==> src/rtl/serial_tx_hold.sv <==
module serial_tx_hold #(
  parameter int TICKS_SLOW = 16,
  parameter int TICKS_FAST = 8,
  parameter int MAX_DATA   = 9
) (
  input  logic                clk,
  input  logic                rst_n,
  input  logic                wr_en,
  input  logic [MAX_DATA-2:0] wr_data,
  input  logic                bit9_we,
  input  logic                bit9_in,
  input  logic [2:0]          cfg_size,
  input  logic [1:0]          cfg_parity,
  input  logic                cfg_two_stop,
  input  logic                cfg_double,
  input  logic                tx_enable,
  input  logic                baud_tick,
  output logic                txd,
  output logic                buf_empty,
  output logic                tx_done
);
  localparam int FRAME_W = MAX_DATA + 4;
  localparam int LEN_W   = $clog2(FRAME_W + 1);
  localparam int CNT_W   = $clog2(TICKS_SLOW);
  localparam logic [CNT_W-1:0] LAST_SLOW = CNT_W'(TICKS_SLOW - 1);
  localparam logic [CNT_W-1:0] LAST_FAST = CNT_W'(TICKS_FAST - 1);

  logic                bit9_q;
  logic                hold_full;
  logic [MAX_DATA-1:0] hold_q;
  logic [FRAME_W-1:0]  shift_q;
  logic [FRAME_W-1:0]  frame_d;
  logic [LEN_W-1:0]    left_q;
  logic [LEN_W-1:0]    len_d;
  logic [CNT_W-1:0]    tick_q;
  logic                fast_q;
  logic                par_bit;
  int                  ndata;

  wire busy     = (left_q != '0);
  wire take     = wr_en && tx_enable && !hold_full;
  wire load     = baud_tick && !busy && hold_full;
  wire bit_end  = baud_tick && busy && (tick_q == (fast_q ? LAST_FAST : LAST_SLOW));
  wire last_end = bit_end && (left_q == LEN_W'(1));

  always_comb begin
    case (cfg_size)
      3'b000:  ndata = 5;
      3'b001:  ndata = 6;
      3'b010:  ndata = 7;
      3'b111:  ndata = MAX_DATA;
      default: ndata = 8;
    endcase
    frame_d    = '1;
    frame_d[0] = 1'b0;
    par_bit    = cfg_parity[0];
    for (int i = 0; i < MAX_DATA; i++) begin
      if (i < ndata) begin
        frame_d[i+1] = hold_q[i];
        par_bit      = par_bit ^ hold_q[i];
      end
    end
    if (cfg_parity[1]) frame_d[ndata+1] = par_bit;
    len_d = LEN_W'(1 + ndata + (cfg_parity[1] ? 1 : 0) + (cfg_two_stop ? 2 : 1));
  end

  always_ff @(posedge clk or negedge rst_n) begin
    if (!rst_n) begin
      bit9_q    <= 1'b0;
      hold_q    <= '0;
      hold_full <= 1'b0;
      shift_q   <= '1;
      left_q    <= '0;
      tick_q    <= '0;
      fast_q    <= 1'b0;
      tx_done   <= 1'b0;
    end else begin
      if (bit9_we) bit9_q <= bit9_in;

      if (take) begin
        hold_q    <= {bit9_q, wr_data};
        hold_full <= 1'b1;
      end else if (load) begin
        hold_full <= 1'b0;
      end

      if (load) begin
        shift_q <= frame_d;
        left_q  <= len_d;
        tick_q  <= '0;
        fast_q  <= cfg_double;
      end else if (bit_end) begin
        shift_q <= {1'b1, shift_q[FRAME_W-1:1]};
        left_q  <= left_q - LEN_W'(1);
        tick_q  <= '0;
      end else if (baud_tick && busy) begin
        tick_q  <= tick_q + CNT_W'(1);
      end

      if (take) tx_done <= 1'b0;
      else if (last_end && !hold_full) tx_done <= 1'b1;
    end
  end

  assign txd       = busy ? shift_q[0] : 1'b1;
  assign buf_empty = !hold_full;
endmodule

==> config.mk <==
export PLATFORM = sky130hd
export DESIGN_NAME = serial_tx_hold
export DESIGN_NICKNAME = d
export VERILOG_FILES = /design/src/rtl/serial_tx_hold.sv
export SDC_FILE = /design/constraint.sdc
export NUM_CORES = 1
export LEC_CHECK = 0
export BUFFER_PORTS_ARGS = -buffer_cell sky130_fd_sc_hd__buf_2
export CORE_UTILIZATION = 50
export CTS_BUF_LIST = sky130_fd_sc_hd__clkbuf_16
export CTS_CLUSTER_SIZE = 20
export DETAILED_ROUTE_END_ITERATION = 6
export PLACE_DENSITY_LB_ADDON = 0.25
export SLEW_MARGIN = 20
export SYNTH_ARGS = -nofsm -noshare
export SYNTH_HDL_FRONTEND = slang
export SYNTH_SLANG_ARGS = --single-unit
==> constraint.sdc <==
create_clock -name clk -period 6.4 [get_ports clk]
set_input_delay 0.32 -clock clk [delete_from_list [all_inputs] [get_ports clk]]
set_output_delay 0.32 -clock clk [all_outputs]
set_load 0.01 [all_outputs]
After elaboration in Yosys (flattened, before gate mapping)
Cells that the tools add are included. Widths: inputs -> output; s select.

Bits in registers: 34. Input bits: 22. Output and inout bits: 3.

$add $sub $neg: 5. $lt $le $gt $ge: 11. Eq/ne operators: 5. Muxes and demuxes: 38. Bitwise operators: 9. Reductions and logical operators: 17.

Operator list (count): $lt 4x32->1 const A (4); $lt 3x32->1 const A (2); $mux 13 (3); $ge 32x1->1 const B (1); $lt 1x32->1 const A (1); $lt 2x32->1 const A (1); $lt 32x6->1 const B (1); $lt 5x32->1 const A (1); $mux 1 (25); $mux 4 (6); $pmux 4 s4 (1); $bwmux 13 (1); $logic_and 1x1->1 (9); $xor 1x1->1 (9); $reduce_bool 2->1 (3); $add 1x4->5 const A (1); $add 4x1->4 const B (1); $add 4x2->4 (1); $add 4x3->4 (1); $demux 1 s4 (1); $eq 4x1->1 const B (1); $eq 4x4->1 (1); $reduce_bool 4->1 (1); $sub 4x1->4 const B (1); 7 further kinds (8).

Longest topological paths before layout
Depth after elaboration: 23. Gate-level depth with buffers: 12.

Worst setup path before layout
OpenSTA, ideal clock, no wires.

Kind: input-to-reg. Start point: input port cfg_size[1]. End point: register shift_q[1]. Library setup time: 0.077 ns. Arrival time: 2.439 ns. Data required time: 6.323 ns. Slack: 3.884 ns. Stages: 9. Path buffers: 2. Cell sequence: clkbuf_1 > xor2_1 > nor2b_1 > ha_1 > buf_2 > nor4b_1 > a211o_1 > o21ai_0 > a31oi_1.

Word-level cells in the longest chain between the ends: 23.

Ends and longest elaborated chain: start: declaration (RTL line 12) `input logic [2:0] cfg_size,`; $eq 3x3->1, or another cell as far along (RTL line 47) `case (cfg_size)`; $pmux 4 s4 (*) (RTL line 47); $lt 1x32->1 (RTL line 58) `if (i < ndata) begin`; $mux 1 (RTL line 58); $xor 1x1->1 (RTL line 60) `par_bit = par_bit ^ hold_q[i];`; $mux 1 (RTL line 58); $xor 1x1->1 (RTL line 60); $mux 1 (RTL line 58); [7 not listed]; $mux 1 (RTL line 58); $xor 1x1->1 (RTL line 60); $mux 1 (RTL line 58); $xor 1x1->1 (RTL line 60); $mux 1 (RTL line 58); $bwmux 13 (RTL line 63) `if (cfg_parity[1]) frame_d[ndata+1] = par_bit;`; $mux 13 (*) (RTL line 63); $mux 13 (*) (RTL line 87) `if (load) begin`; end signal: assignment (RTL line 88) `shift_q <= frame_d;`; end signal: assignment (RTL line 93) `shift_q <= {1'b1, shift_q[FRAME_W-1:1]};`; end: declaration (RTL line 31) `logic [FRAME_W-1:0] shift_q;`.

Every way passes the cells marked *; elsewhere a longest branch is shown, timed or not. A chain may end at the register's enable or synchronous reset.

Worst setup path after layout
Start point: register left_q[0]. End point: register shift_q[1].

Word-level cells in the longest chain between the ends: 5.

Ends and longest elaborated chain: start: declaration (RTL line 33) `logic [LEN_W-1:0] left_q;`; start signal: assignment (RTL line 89) `left_q <= len_d;`; start signal: assignment (RTL line 94) `left_q <= left_q - LEN_W'(1);`; $reduce_bool 4->1 (*) (RTL line 40) `wire busy = (left_q != '0);`; $logic_not 1->1 (RTL line 42) `wire load = baud_tick && !busy && hold_full;`; $logic_and 1x1->1 (2 in series) (RTL line 42); $mux 13 or $reduce_bool 2->1 (tied branches).

Marked as above.

==> metrics.md <==
| Metric | Value |
|---|---|
| Clock buffer depth | `2` |
| Initial antenna violation count | `0` |
| Share of flip-flops with an asynchronous set or reset | `100.0%` |
| Seq/Total Area, Yosys | `40.01%` |
| Vias | `roughly 1600` |
| Max_cap viols | `0` |
| RSZ-0062 raised after global routing | `false` |
| Setup crit start | `left_q[0]` |
| Syn_nets | `249` |
| Mapped Area | `roughly 0.0022 mm^2` |
| Initial DRC Count | `102` |
| Total power | `0.001130 W` |
| Worst min path class | `input port to async pin` |
| Status | `finished clean` |
| DR pass1 iterations | `4` |
| GRT overflow | `0` |
| Top post-synthesis cells by area | `dfrtp_1, dfstp_2, mux2_2` |
| Clock Latency Late Sink | `0.28 ns` |
| Setup Skew | `around 0.007 ns` |
| # DRC | `0` |
| Via density | `approximately 5.7` |
| Register bit total from synthesis | `34` |
| IR Drop Worst-Case VDD | `0.4342 mV` |
| Crit-path slowest cell | `and4_1` |
| ANT nets after route | `0` |
| Dpl cell area | `0.002295 mm^2` |
| # nets final | `270` |
| Final HPWL DP | `3.014 mm` |
| CP arrival | `2.97 ns` |
| Yosys warning total | `0` |
| Die area | `0.004602 mm^2` |
| Routed len/inst | `14.93 um` |
| First-pass GRT wire length | `between 7 and 8 mm` |
| Post-place setup slack | `3.536 ns` |
| Startpoint Class | `register` |
| Die height | `between 60 and 70 um` |
| Worst EP required | `roughly 6.6 ns` |
| Worst-margin pin slew | `1.054 ns` |
| Worst slew margin | `between 20 and 30%` |
| CP delay by family, top | `simple AND/OR/NAND/NOR gates` |
| Vias in the first global route | `1545` |
| PwrDens | `460.0 mW/mm^2` |
| Final setup fails | `0` |
| Core footprint | `0.004086 mm^2` |
| Critical path fanouts, max | `21` |
| Worst path cell trace | `inv_1 -> ha_1 -> nor3b_2 -> nor2b_1 -> and4_1 -> mux2_2 -> o21ai_0 -> a31oi_1` |
| Synthesized netlist cell count | `216` |
| Total GRT Usage | `21.28%` |
| Initial core utilization | `53.03%` |
| # IOs | `25` |
| H-tree depth | `2` |
| Diodes inserted | `0` |
| Yosys cell types | `50` |
| Critical path class | `register to register` |
| Row count | `23` |
| Synth area leader | `dfrtp_1` |
| Worst Setup Slack, final | `3.604 ns` |
| Layout area overhead | `13.40%` |
| Layout Utilization | `60.13%` |
| FF-to-FF Start | `left_q[0]` |
| FMAX | `about 0.36 GHz` |
| CP bufs+invs | `1` |
| Max Slew Vio Count | `0` |
| # port buffers | `24` |
| Final Hold Fails | `0` |
| Post-synth top flop | `dfrtp_1` |
| # Post-CTS Setup Buffers | `0` |
| Hold-fix buffers at CTS | `0` |
| CP Capture Type | `register` |
| Share of layout cells above drive strength 1 | `27.31%` |
| Number of fill cells | `370` |
| Clk root buf | `clkbuf_16` |
| Fin crit share | `43.69%` |
| Post-synth EDFFs | `0` |
| Leak | `1.046 nW` |
| Design Area, Final | `0.002457 mm^2` |
| DRT Wirelength | `4.299 mm` |
| Clk sinks | `34` |
| Worst path max stage delay | `0.87 ns` |
| Top-area cell type share of the netlist area | `24.25%` |
| CTS tree | `yes` |
| Final min period | `2.796 ns` |
| Avg Cell Area, Syn | `10.03 um^2` |
| Post-cts sizing count | `0` |
| Reg clk slew, reported paths | `~0.05 ns` |
| Die width | `about 68 um` |
| Total CTS buffers | `5` |
| Gpl congestion | `between 0.8 and 0.9` |
| Final setup TNS | `0 ns` |
| Largest net degree at the start of global routing | `35` |
==> cell usage after synthesis (6+ instances only) <==
| cell type | count |
|---|---|
| dfrtp_1 | 21 |
| nor2_1 | 17 |
| nand2_1 | 16 |
| dfstp_2 | 13 |
| mux2_2 | 13 |
| a21oi_1 | 12 |
| mux2i_1 | 11 |
| o21ai_0 | 11 |
| inv_1 | 10 |
| xnor2_1 | 10 |
| ha_1 | 9 |
| a31oi_1 | 8 |
| o21ai_1 | 6 |
==> worst paths after layout <==
| kind | endpoint | slack (ns) | cells past startpoint |
|---|---|---|---|
| worst min register to register | tx_done | 0.49 | 1 |
| worst max register to register | shift_q[1] | 3.60 | 8 |
| min in group clk | fast_q | 0.23 | 3 |
| worst max-delay path | shift_q[1] | 3.60 | 8 |
| worst min-delay path | left_q[1] | 0.11 | 1 |
| max in group asynchronous | hold_q[5] | 5.81 | 1 |
==> cell usage in the layout, fill, tap and decap left out, drive strengths merged, types with 2 or more instances in the layout <==
master | netlist | layout
nor2b | 4 | 4
nand2b | 2 | 2
nor3 | 2 | 2
dfstp | 13 | 13
inv | 10 | 11
xor2 | 5 | 5
nand2 | 16 | 16
a21o | 2 | 2
a31oi | 8 | 8
fa | 2 | 2
dfrtp | 21 | 21
nand3 | 3 | 3
a21oi | 12 | 12
o31ai | 2 | 2
xnor2 | 10 | 10
mux2i | 11 | 11
o21ai | 17 | 17
ha | 9 | 9
and3 | 2 | 2
clkbuf | 5 | 5
and4 | 2 | 2
nor2 | 18 | 18
buf | 5 | 24
or2 | 2 | 2
o22ai | 2 | 2
mux2 | 13 | 13
==> state kept, by name (all words and copies together), names as in the netlist <==
name and cells:
shift_q 13, tick_q 4, left_q 4, fast_q 1, hold_q 9, hold_full 1, bit9_q 1, tx_done 1
==> cell type report <==
| type | instances | area [um^2] | share of cell area [%] |
|---|---|---|---|
| sequential | 34 | 867.1 | 35.29 |
| multi-input combinational | 162 | 1207 | 49.13 |
| clock inverter | 3 | 37.54 | 1.527 |
| tap | 50 | 62.56 | 2.546 |
| inverter | 10 | 37.54 | 1.527 |
| clock buffer | 5 | 125.1 | 5.092 |
| timing repair buffer | 24 | 120.1 | 4.888 |
==> metrics by stage <==
stage,cells,hold slack (ns)
after CTS,288,0.1340
after global routing,288,0.1820
after global placement,280,0.4309
after detailed placement,280,0.4330
after floorplan,216,0.02441
final,288,0.1061
==> power breakdown <==
part,internal [W],switching (W)
Combinational,0.000211,0.000236
Sequential,0.000341,0.0000784
Clock,0.000180,0.0000827
==> routing by layer <==
metal,routed length (um),part of all wire [%],global-route usage (%),vias up
li1,-,-,-,804
met2,2069,48,36.39,54
met5,0,0,0,-
met1,1929,45,25.34,774
met4,50,1.2,7.552,0
met3,249,5.8,6.167,7
==> kinds of logic after synthesis <==
| kind of cell | count (synthesis) | synth area share, % |
|---|---|---|
| AND/OR/NAND/NOR | 57 | 13.63 |
| AO/OA/AOI/OAI | 54 | 16.05 |
| adder cells (fa/ha/maj) | 11 | 7.044 |
| multiplexers | 24 | 11.84 |
| flip-flops | 34 | 40.01 |
| XOR/XNOR | 16 | 7.159 |
| buffers and inverters | 20 | 4.273 |
==> worst reg2reg max path, stage by stage, from the launching register on <==
cell	delay [ns]
dfrtp_1	0.37
inv_1	0.07
ha_1	0.22
nor3b_2	0.18
nor2b_1	0.32
and4_1	0.87
mux2_2	0.42
o21ai_0	0.17
a31oi_1	0.06
(Power assumes the default switching activity.)
